[config.mk]
export PLATFORM = sky130hd
export DESIGN_NAME = pipe_sram
export DESIGN_NICKNAME = d
export VERILOG_FILES = /design/src/rtl/pipe_sram_pkg.sv /design/src/rtl/pipe_sram_ctrl.sv /design/src/rtl/pipe_sram_data.sv /design/src/rtl/pipe_sram.sv
export SDC_FILE = /design/constraint.sdc
export NUM_CORES = 2
export LEC_CHECK = 0
export ABC_AREA = 1
export BUFFER_PORTS_ARGS = -buffer_cell sky130_fd_sc_hd__buf_2
export CAP_MARGIN = 20
export CORE_UTILIZATION = 34
export CTS_CLUSTER_SIZE = 12
export DETAILED_ROUTE_END_ITERATION = 16
export PLACE_DENSITY = 0.47
export REMOVE_ABC_BUFFERS = 1
export SLEW_MARGIN = 20
export SYNTH_ARGS = -nofsm -noshare
export SYNTH_HDL_FRONTEND = slang
export SYNTH_HIERARCHICAL = 1
export SYNTH_SLANG_ARGS = --single-unit
[constraint.sdc]
create_clock -name clk -period 3.3 [get_ports clk]
set_clock_uncertainty 0.15 [all_clocks]
set_input_delay 0 -clock clk [delete_from_list [all_inputs] [get_ports clk]]
set_output_delay 0 -clock clk [all_outputs]
set_load 0.05 [all_outputs]
[src/rtl/pipe_sram_pkg.sv]
`timescale 1ns/1ps
package pipe_sram_pkg;
  localparam int LANES = 4;

  // strobes from control to datapath, valid during the execute cycle
  typedef struct packed {
    logic             rdEn;
    logic             wrEn;
    logic [LANES-1:0] laneWr;
  } strobe_t;
endpackage

[src/rtl/pipe_sram_ctrl.sv]
`timescale 1ns/1ps
module pipe_sram_ctrl
  import pipe_sram_pkg::*;
(
  input  logic             clk,
  input  logic             rstN,
  input  logic             selAN,
  input  logic             selB,
  input  logic             selCN,
  input  logic             globalWrN,
  input  logic             byteWrEnN,
  input  logic [LANES-1:0] laneSelN,
  input  logic             outEnN,
  output strobe_t          strobe,
  output logic             rdDrive
);
  logic             selNow;
  logic             wrNow;
  logic [LANES-1:0] laneNow;

  logic             selQ, wrQ, prevSelQ, rdVldQ, maskQ;
  logic [LANES-1:0] laneQ;

  assign selNow = !selAN && selB && !selCN;
  assign wrNow  = !globalWrN || !byteWrEnN;

  // global write wins over the per-lane selects
  for (genvar i = 0; i < LANES; i++) begin : gLane
    assign laneNow[i] = !globalWrN || (!byteWrEnN && !laneSelN[i]);
  end

  // input stage plus slot-state registers
  always_ff @(posedge clk or negedge rstN) begin
    if (!rstN) begin
      selQ     <= 1'b0;
      wrQ      <= 1'b0;
      laneQ    <= '0;
      prevSelQ <= 1'b0;
      rdVldQ   <= 1'b0;
      maskQ    <= 1'b0;
    end else begin
      selQ     <= selNow;
      wrQ      <= wrNow;
      laneQ    <= selNow ? laneNow : '0;
      prevSelQ <= selQ;
      rdVldQ   <= selQ && !wrQ;
      maskQ    <= selQ && !wrQ && !prevSelQ;
    end
  end

  always_comb begin
    strobe.rdEn   = selQ && !wrQ;
    strobe.wrEn   = selQ && wrQ;
    strobe.laneWr = strobe.wrEn ? laneQ : '0;
  end

  // output enable joins without a register
  assign rdDrive = rdVldQ && !maskQ && !outEnN;

  a_r3_global_all: assert property (@(posedge clk) disable iff (!rstN)
    (selNow && !globalWrN) |=> (strobe.laneWr == '1));

  a_r2_byte_lanes: assert property (@(posedge clk) disable iff (!rstN)
    (selNow && globalWrN && !byteWrEnN) |=> (strobe.laneWr == ~$past(laneSelN)));

  a_r4_plain_read: assert property (@(posedge clk) disable iff (!rstN)
    (selNow && globalWrN && byteWrEnN) |=> (!strobe.wrEn && strobe.rdEn));

  a_r5_desel_idle: assert property (@(posedge clk) disable iff (!rstN)
    !selNow |=> (strobe.laneWr == '0 && !strobe.rdEn));

  a_r6_write_quiet: assert property (@(posedge clk) disable iff (!rstN)
    strobe.wrEn |=> !rdDrive);

  a_r7_first_masked: assert property (@(posedge clk) disable iff (!rstN)
    (strobe.rdEn && !prevSelQ) |=> !rdDrive);
endmodule

[src/rtl/pipe_sram_data.sv]
`timescale 1ns/1ps
module pipe_sram_data
  import pipe_sram_pkg::*;
#(
  parameter int ADDR_W = 6,
  parameter int LANE_W = 9
) (
  input  logic                    clk,
  input  logic                    rstN,
  input  logic [ADDR_W-1:0]       addr,
  input  logic [LANES*LANE_W-1:0] wrData,
  input  strobe_t                 strobe,
  input  logic                    rdDrive,
  output logic [LANES*LANE_W-1:0] rdData
);
  localparam int DEPTH  = 1 << ADDR_W;
  localparam int WORD_W = LANES * LANE_W;

  logic [WORD_W-1:0] mem [DEPTH];
  logic [ADDR_W-1:0] addrQ;
  logic [WORD_W-1:0] dataQ;
  logic [WORD_W-1:0] doutQ;

  // address and write data input registers
  always_ff @(posedge clk) begin
    addrQ <= addr;
    dataQ <= wrData;
  end

  // lane-masked array write
  always_ff @(posedge clk) begin
    for (int i = 0; i < LANES; i++) begin
      if (strobe.laneWr[i])
        mem[addrQ][i*LANE_W +: LANE_W] <= dataQ[i*LANE_W +: LANE_W];
    end
  end

  // output register of the read pipeline
  always_ff @(posedge clk or negedge rstN) begin
    if (!rstN)            doutQ <= '0;
    else if (strobe.rdEn) doutQ <= mem[addrQ];
  end

  assign rdData = rdDrive ? doutQ : '0;

  a_r9_quiet_bus: assert property (@(posedge clk) disable iff (!rstN)
    !strobe.rdEn |=> (rdData == '0));
endmodule

[src/rtl/pipe_sram.sv]
`timescale 1ns/1ps
module pipe_sram
  import pipe_sram_pkg::*;
#(
  parameter int ADDR_W = 6,
  parameter int LANE_W = 9
) (
  input  logic                    clk,
  input  logic                    rstN,
  input  logic [ADDR_W-1:0]       addr,
  input  logic                    selAN,
  input  logic                    selB,
  input  logic                    selCN,
  input  logic                    globalWrN,
  input  logic                    byteWrEnN,
  input  logic [LANES-1:0]        laneSelN,
  input  logic [LANES*LANE_W-1:0] wrData,
  input  logic                    outEnN,
  output logic [LANES*LANE_W-1:0] rdData,
  output logic                    rdDrive
);
  strobe_t strobe;

  pipe_sram_ctrl uCtrl (
    .clk       (clk),
    .rstN      (rstN),
    .selAN     (selAN),
    .selB      (selB),
    .selCN     (selCN),
    .globalWrN (globalWrN),
    .byteWrEnN (byteWrEnN),
    .laneSelN  (laneSelN),
    .outEnN    (outEnN),
    .strobe    (strobe),
    .rdDrive   (rdDrive)
  );

  pipe_sram_data #(.ADDR_W(ADDR_W), .LANE_W(LANE_W)) uData (
    .clk     (clk),
    .rstN    (rstN),
    .addr    (addr),
    .wrData  (wrData),
    .strobe  (strobe),
    .rdDrive (rdDrive),
    .rdData  (rdData)
  );
endmodule

==> impl_metrics.csv <==
group,metric,value,unit
clock_tree,path_clk_slew,60,ps
timing,hold_violations,0,
min_path,min_path_type,"in -> reg",
floorplanning,die_y,546.1,microns
global_route,grt_usage,21.23,%
power,p_leak,49.49,nW
global_route,grt_pass1_wl,468900,microns
finish,design_area,118200,sq um
global_route,antenna_found_initial,10,
clock_tree,cts.sinks,2391,
power,power,67.79,mW
power,cellPowerDensity,573.4,nW/um^2
min_path,hold_start,"wrData[29]",
detailed_routing,drtAntennaViolNets,0,
critical_path,path_max_fanout,24,
detailed_routing,first_pass_iters,12,
detailed_routing,drt_iter0_drc,5927,
power,ir_drop,402.6,uV
finish,final_core_util,40.18,%
finish,syn2layout_area_growth,17.45,%
critical_path,timing.rr.start,"uData/addrQ[5]",
finish,drive_above_1_share,9.662,%
global_route,grt-ovfl-total,0,
critical_path,critPathLaunchType,"flop",
timing,finalSetupViolCount,0,
placed_design,place_inst,14021,
finish,fin_nets,10553,
clock_tree,cts_tree,"done",
floorplanning,rows,199,
clock_tree,cts_buffers,278,
floorplanning,core,294300,sq um
synthesis,postSynthCellCount,10060,
floorplanning,die-area,298300,sq um
synthesis,ys_warn_count,6,
detailed_routing,routed-via-count,69739,
timing,post-route-period-util,95.05,%
placed_design,place.gp.congestion,0.8367,
clock_tree,clock_path_buffers,4,
floorplanning,initial_core_util,34.21,%
timing,max_freq,0.3188,GHz
placed_design,hpwl,195100,microns
detailed_routing,wl_per_cell,21.90,microns
critical_path,worstSetupPathType,"reg -> reg",
detailed_routing,drt-vias-per-instance,4.764,
outcome,status,"finished, violations left",
clock_tree,root_buffer,"clkbuf_16",
run,cap_viol_max_count,0,
floorplanning,die_x,546.1,microns
timing,period_needed,3137,ps
detailed_routing,drc,4,
floorplanning,io-pin-count,91,
critical_path,crit_path_start,"uData/addrQ[5]",
timing,rsz0062_at_grt,"no",
global_route,grt_pass1_vias,67669,
timing,slew_violations,0,
timing,slew_headroom,25.33,%
synthesis,synth_area,100700,sq um
finish,final_cells,14638,
detailed_routing,drt-total-wl,320500,microns
clock_tree,h-tree-depth,5,
timing,worst_slew_pin_slew,1116,ps
synthesis,postSynthAreaPerCell,10.01,sq um
critical_path,arrival,3570,ps
global_route,grt_max_degree,129,
critical_path,crit_required,3740,ps
placed_design,numPortBuffers,90,
outcome,violations,"design-rule violations",
clock_tree,clock_latency,920,ps
placed_design,post_dp_cell_area,108200,sq um
critical_path,end_kind,"flop",
## critical path, cell delays in order, from the launching register on
cell and delay [ps]:
dfxtp_1 580, inv_1 280, nor3_4 240, buf_4 420, nand2_2 420, nor2_1 470
buf_4 260
## registers in the layout, indices dropped and copies added, names as in the netlist
register,cells
uData/addrQ,6
uCtrl/prevSelQ,1
uData/mem,2304
uCtrl/laneQ,4
uCtrl/maskQ,1
uCtrl/wrQ,1
uData/doutQ,36
uData/dataQ,36
uCtrl/rdVldQ,1
uCtrl/selQ,1
## per-stage QoR
| stage | setup TNS (ps) | worst slack (ps) | hold slack, ps |
|---|---|---|---|
| floorplan | - | -71640 | -445.6 |
| global placement | -2566 | -147.8 | -47.93 |
| detailed placement | -1387 | -91.47 | -46.20 |
| CTS | 0 | 215.2 | 15.93 |
| global route | 0 | 61.07 | 86.18 |
| finish | 0 | 163.4 | 91.85 |
## final cells by class
cell class	count	area (sq um)
sequential	2391	71210
timing repair buffer	675	6041
antenna	7	17.52
clock buffer	373	7508
fill	28950	176100
multi-input combinational	7010	26660
inverter	143	559.3
tap	3919	4903
clock inverter	120	1344
## report_power, final
group	leakage, nW	switching (mW)	internal, mW	total [mW]
Sequential	21.6	0.276	33.4	33.7
Combinational	23.6	2.79	1.08	3.87
Clock	4.29	12.6	17.6	30.2
Total	49.5	15.7	52.1	67.8
## path summary, 6_finish.rpt
path | to | cells past startpoint | slack (ps)
worst max-delay path | uData/mem[34][5] | 6 | 160
worst min-delay path | uData/dataQ[29] | 3 | 90
worst max register to register | uData/mem[34][5] | 6 | 160
worst min register to register | uCtrl/maskQ | 1 | 250
max in group asynchronous | uData/doutQ[11] | 5 | 1940
min in group asynchronous | uData/doutQ[31] | 5 | 570
## routing by layer
layer	routed length (microns)	GRT usage, %
met2	148600	34.31
met5	42	0
met1	145200	29.71
met3	16520	2.427
met4	10100	6.980
## cell usage in the layout (no fill, tap or decap), types with 19 or more instances in the layout
cell,n
or2_2,35
clkbuf_1,80
buf_12,71
clkinv_1,41
nor2_1,358
inv_1,135
clkinv_2,28
dfrtp_1,45
bufinv_16,19
dfxtp_2,36
buf_2,89
edfxtp_1,2304
nand2_1,6522
nand3_1,47
clkbuf_16,282
dlygate4sd3_1,115
buf_4,399
## timing repair
action                                  CTS  global route
resized for setup                         2             0
setup buffers                             0             0
hold buffers                            116             0
endpoints found under the setup margin   18             0
endpoints found under the hold margin    93             0
No activity file was read; power rests on OpenSTA's default activity.
